--- src/rtl/arb_pkg.sv ---
package arb_pkg;

    localparam int ARB_ID_W = 3;

    typedef enum logic [1:0] {
        BUS_FREE = 2'd0,
        BUS_NODE = 2'd1,
        BUS_HOST = 2'd2
    } bus_state_e;

    typedef struct packed {
        bus_state_e            st;
        logic [ARB_ID_W-1:0]   owner;
        logic [ARB_ID_W-1:0]   last;
    } arb_ctx_t;

    function automatic logic [ARB_ID_W-1:0] id_of(input int n);
        return ARB_ID_W'(n);
    endfunction

endpackage

--- src/rtl/arb_pick.sv ---
module arb_pick
    import arb_pkg::*;
#(
    parameter int NUM_NODES = 6
) (
    input  logic [NUM_NODES-1:0] req,
    input  logic                 rotate,
    input  logic [ARB_ID_W-1:0]  last,
    output logic                 any,
    output logic [ARB_ID_W-1:0]  win
);
    localparam int TOP = NUM_NODES - 1;

    always_comb begin
        int start;
        int idx;
        logic found;
        found = 1'b0;
        win   = '0;
        start = rotate ? int'(last) : TOP;
        for (int k = 1; k <= NUM_NODES; k++) begin
            idx = (start + k) % NUM_NODES;
            if (!found && req[idx]) begin
                found = 1'b1;
                win   = id_of(idx);
            end
        end
        any = found;
    end
endmodule

--- src/rtl/arb_hold.sv ---
module arb_hold
    import arb_pkg::*;
#(
    parameter int NUM_NODES = 6
) (
    input  logic [NUM_NODES-1:0] req,
    input  logic [ARB_ID_W-1:0]  owner,
    input  logic                 lock,
    input  logic                 rotate,
    input  logic                 host_req,
    output logic                 keep
);
    logic [NUM_NODES-1:0] below;
    logic [NUM_NODES-1:0] self_hit;

    for (genvar i = 0; i < NUM_NODES; i++) begin : g_mask
        assign below[i]    = req[i] && (id_of(i) < owner);
        assign self_hit[i] = req[i] && (id_of(i) == owner);
    end

    logic still_wants;
    logic preempted;

    assign still_wants = |self_hit;
    assign preempted   = !rotate && (|below);
    assign keep        = lock || (still_wants && !host_req && !preempted);
endmodule

--- src/rtl/arb_node.sv ---
module arb_node
    import arb_pkg::*;
#(
    parameter int NUM_NODES = 6,
    parameter int NODE_ID   = 0
) (
    input  logic                 clk,
    input  logic                 rst,
    input  logic [NUM_NODES-1:0] bus_req,
    input  logic                 bus_lock,
    input  logic                 rot_mode,
    input  logic                 host_req,
    output logic                 own_master,
    output logic                 master_valid,
    output logic [ARB_ID_W-1:0]  master_id,
    output logic                 host_grant
);
    localparam logic [ARB_ID_W-1:0] LAST_RST = ARB_ID_W'(NUM_NODES - 1);
    localparam logic [ARB_ID_W-1:0] SELF     = ARB_ID_W'(NODE_ID);

    arb_ctx_t cur, nxt;
    logic any_req;
    logic [ARB_ID_W-1:0] winner;
    logic keep_bus;

    arb_pick #(.NUM_NODES(NUM_NODES)) u_pick (
        .req    (bus_req),
        .rotate (rot_mode),
        .last   (cur.last),
        .any    (any_req),
        .win    (winner)
    );

    arb_hold #(.NUM_NODES(NUM_NODES)) u_hold (
        .req      (bus_req),
        .owner    (cur.owner),
        .lock     (bus_lock),
        .rotate   (rot_mode),
        .host_req (host_req),
        .keep     (keep_bus)
    );

    always_comb begin
        nxt = cur;
        unique case (cur.st)
            BUS_FREE: begin
                if (host_req) begin
                    nxt.st = BUS_HOST;
                end else if (any_req) begin
                    nxt.st    = BUS_NODE;
                    nxt.owner = winner;
                end
            end
            BUS_NODE: begin
                if (!keep_bus) begin
                    nxt.st   = BUS_FREE;
                    nxt.last = cur.owner;
                end
            end
            BUS_HOST: begin
                if (!host_req) nxt.st = BUS_FREE;
            end
            default: nxt.st = BUS_FREE;
        endcase
    end

    always_ff @(posedge clk) begin
        if (rst) begin
            cur.st    <= BUS_FREE;
            cur.owner <= '0;
            cur.last  <= LAST_RST;
        end else begin
            cur <= nxt;
        end
    end

    assign master_valid = (cur.st == BUS_NODE);
    assign master_id    = master_valid ? cur.owner : '0;
    assign own_master   = master_valid && (cur.owner == SELF);
    assign host_grant   = (cur.st == BUS_HOST);
endmodule

--- config.mk ---
export PLATFORM = sky130hd
export DESIGN_NAME = arb_node
export DESIGN_NICKNAME = d
export VERILOG_FILES = /design/src/rtl/arb_pkg.sv /design/src/rtl/arb_pick.sv /design/src/rtl/arb_hold.sv /design/src/rtl/arb_node.sv
export SDC_FILE = /design/constraint.sdc
export NUM_CORES = 1
export LEC_CHECK = 0
export BUFFER_PORTS_ARGS = -buffer_cell sky130_fd_sc_hd__buf_2
export CORE_ASPECT_RATIO = 0.8
export CORE_MARGIN = 1.5
export CORE_UTILIZATION = 56
export CTS_BUF_LIST = sky130_fd_sc_hd__clkbuf_8
export DETAILED_ROUTE_END_ITERATION = 16
export PLACE_DENSITY = 0.79
export SYNTH_ARGS = -nofsm -noshare
export SYNTH_HDL_FRONTEND = slang
export SYNTH_SLANG_ARGS = --single-unit
--- constraint.sdc ---
create_clock -name clk -period 3.4 [get_ports clk]
set_input_delay 0.34 -clock clk [delete_from_list [all_inputs] [get_ports clk]]
set_output_delay 0.34 -clock clk [all_outputs]
set_load 0.02 [all_outputs]
==> summary.txt <==
Outcome
  – Outcome: complete, no violations

Final layout
  – Share of cells above drive strength 1: 0.271
  – Net total in the final layout: 296
  – Commonest non-fill, non-tap cells in the layout: buf_4, o21ai_0, nor2_1, buf_2, nand2_1
  – N_diodes: 0
  – Max FFs per register: 8
  – Top reg by flops: cur
  – Commonest non-fill, non-tap cell in the layout: buf_4
  – Area added between synthesis and finish: 16.5%
  – Largest regs: cur x8

Synthesis
  – Synth unique cells: about 70
  – Top_reg_cell synth: dfxtp_1
  – Mapped cell area: about 1800 um^2
  – Register area share after synthesis: 0.0882
  – Yosys reg bits: 8
  – Yosys warning total: 0
  – Net count after synthesis: 262
  – Syn Inst Count: ~240
  – Post-synth EDFFs: 0
  – Ys async rst share: 0
  – Syn Area/Cell: ~7.7 um^2

Route
  – DR DRC count: 0
  – Final wirelength: 4920 um
  – Drt first pass iters: 4
  – Final ANT Viol Nets: 0
  – WL/cell: 15.9 um
  – Via density: approximately 6.3
  – Initial DRC count: around 160
  – Via count: about 1900

Timing
  – Actual slew at the worst max-slew pin: 0.518 ns
  – RSZ-0062 raised after global routing: no
  – Hold_ws: between 0.3 and 0.4 ns
  – Fmax: roughly 310 MHz
  – Setup tns final: 0 ns
  – Final Max Slew Viols: 0
  – Fin. Hold Viols: 0
  – Slew HR: 0.652
  – Final number of setup-violating endpoints: 0
  – Final setup skew: roughly 0.0023 ns
  – Min Clock Period, post-route: around 3.2 ns
  – Final period utilization: 0.942

Critical path
  – Crit path cell chain: nand2b_1 > inv_1 > ha_1 > nand2_1 > nand2_1 > ha_1 > nor2b_2 > a221oi_2 > nor4_1 > o21ai_0 > o21a_1 > a211oi_1 > o21ai_0 > o311a_1
  – Crit. End Element: flip-flop
  – Top delay family on crit path: compound AO/OA/AOI/OAI gates
  – Max incr delay on CP: between 0.4 and 0.5 ns
  – CP Class: flip-flop to flip-flop
  – Crit path arrival time: 3.31 ns
  – CP Launch Type: flip-flop
  – Worst Path Max Fanout: 4
  – CP Data Required Time: around 3.5 ns
  – Crit-path slowest cell: nor4_1
  – Buf/Inv on CP: 1

Clocking
  – CTS tree: yes
  – Hold_buf cts: 0
  – Worst-Skew Late Latency: roughly 0.22 ns
  – Clock Sink Count: 8
  – CTS H-tree depth: 1
  – CTS Buf Count: 3
  – Clk pin slew, worst setup/hold paths: roughly 0.040 ns
  – Root Buffer: clkbuf_8
  – Buffer depth of the longest clock path: 2

Global routing
  – Total GRT Usage: 0.287
  – First-pass GRT wire length: slightly below 8000 um
  – Busiest layer in global routing: met2
  – Largest net degree at the start of global routing: 17
  – Grt met3 use: 0.0272
  – M1 GR Usage: 0.435
  – Grt ovf: 0
  – GRT met2 Usage: 0.458
  – Initial antenna violation count: 0
  – Vias in the first global route: 1641

Power
  – Pwr Density: about 200 nW/um^2
  – Final Power: around 0.43 mW
  – Int Pwr: around 0.27 mW
  – Switching power: between 0.15 and 0.2 mW
  – Sequential power share: 0.263
  – Sw frac: 0.371
  – P_leak: about 0.89 nW
  – Clock share of power: 0.262
  – Worst VDD drop: approximately 0.16 mV
  – Combinational share of power: 0.475

Worst hold path
  – Worst hold path class: primary input to flip-flop

Job
  – MaxCap Viol Count: 0

Floorplan
  – Core area: around 3100 um^2
  – Initial Util: 0.588
  – DIE HEIGHT: 53.9 um
  – # rows: 18
  – DIE WIDTH: 66.7 um
  – Die Area: around 3600 um^2
  – Ports: 17

Placement
  – RD Place Congestion: approximately 0.95
  – Final HPWL DP: about 3900 um
  – I/O Buffers: 16
## kinds of logic (layout without fill, tap and decap cells)
family	Yosys count	count (layout)	share of synthesized area
and+or+nand+nor	88	88	0.276
AOI/OAI and AO/OA	84	84	0.346
buffers and inverters	25	57	0.0841
adders and majority gates	14	14	0.0965
muxes	14	14	0.0793
DFF	8	8	0.0882
xor gates and xnor gates	4	4	0.0296
## per-layer routing
layer,vias up,wire length (um)
li1,969,-
met1,910,2440
met2,67,2110
met3,0,371
met4,0,0
met5,-,0
## worst paths after layout
path           from  endpoint  slack [ns]  cells after the start
max          cur[2]    cur[3]        0.20                     14
min             rst    cur[4]        0.37                      2
max reg2reg  cur[2]    cur[3]        0.20                     14
min reg2reg  cur[7]    cur[6]        0.50                      1
## power groups by stage
| stage | clock network (mW) | logic, mW | registers [mW] |
|---|---|---|---|
| final | 0.111 | 0.202 | 0.112 |
| after global placement | 0 | 0.191 | 0.113 |
| after floorplan | 0 | 0.146 | 0.108 |
| after global routing | 0.117 | 0.219 | 0.113 |
| after CTS | 0.112 | 0.197 | 0.111 |
| after detailed placement | 0 | 0.195 | 0.113 |
## cells in the mapped netlist, types with 5 or more instances
| cell type | n | share of area |
|---|---|---|
| a21oi_1 | 11 | 0.030 |
| buf_6 | 5 | 0.031 |
| dfxtp_1 | 8 | 0.088 |
| ha_1 | 14 | 0.096 |
| inv_1 | 10 | 0.021 |
| mux2i_1 | 11 | 0.061 |
| nand2_1 | 16 | 0.033 |
| nand2b_1 | 5 | 0.017 |
| nand3_1 | 6 | 0.017 |
| nand3b_1 | 7 | 0.029 |
| nor2_1 | 16 | 0.033 |
| nor3_1 | 9 | 0.025 |
| o211ai_1 | 6 | 0.025 |
| o21ai_0 | 16 | 0.044 |
## worst register-to-register path, delay by kind of cell (launching register included)
family | cells | cell delay [ns]
AO/OA/AOI/OAI | 6 | 1.28
AND/OR/NAND/NOR | 5 | 0.95
adder cells (fa/ha/maj) | 2 | 0.49
flip-flops | 1 | 0.34
buffers and inverters | 1 | 0.06
## area by class of cell
cell class,count,area (um^2)
inverters,11,46.3
fillers,269,970
repair buffers,43,283
well taps,40,50.0
multi-input cells,204,1540
clock buffers,3,41.3
flip-flops and latches,8,160
## stage by stage
step / instance area (um^2) / cells / util / worst slack (ns)
floorplan: 1820 / 237 / - / 0.0138
global placement: 2040 / 305 / 0.662 / 0.0929
detailed placement: 2040 / 305 / 0.662 / 0.0470
CTS: 2080 / 308 / 0.676 / 0.0950
global route: 2120 / 309 / 0.686 / 0.0268
finish: 2120 / 309 / 0.686 / 0.199
## repair_timing
item                                    CTS  global route
setup buffers                             0             1
resized for setup                         0             5
endpoints found under the setup margin    0             4
endpoints found under the hold margin     0             0
No activity file was read; power rests on OpenSTA's default activity.
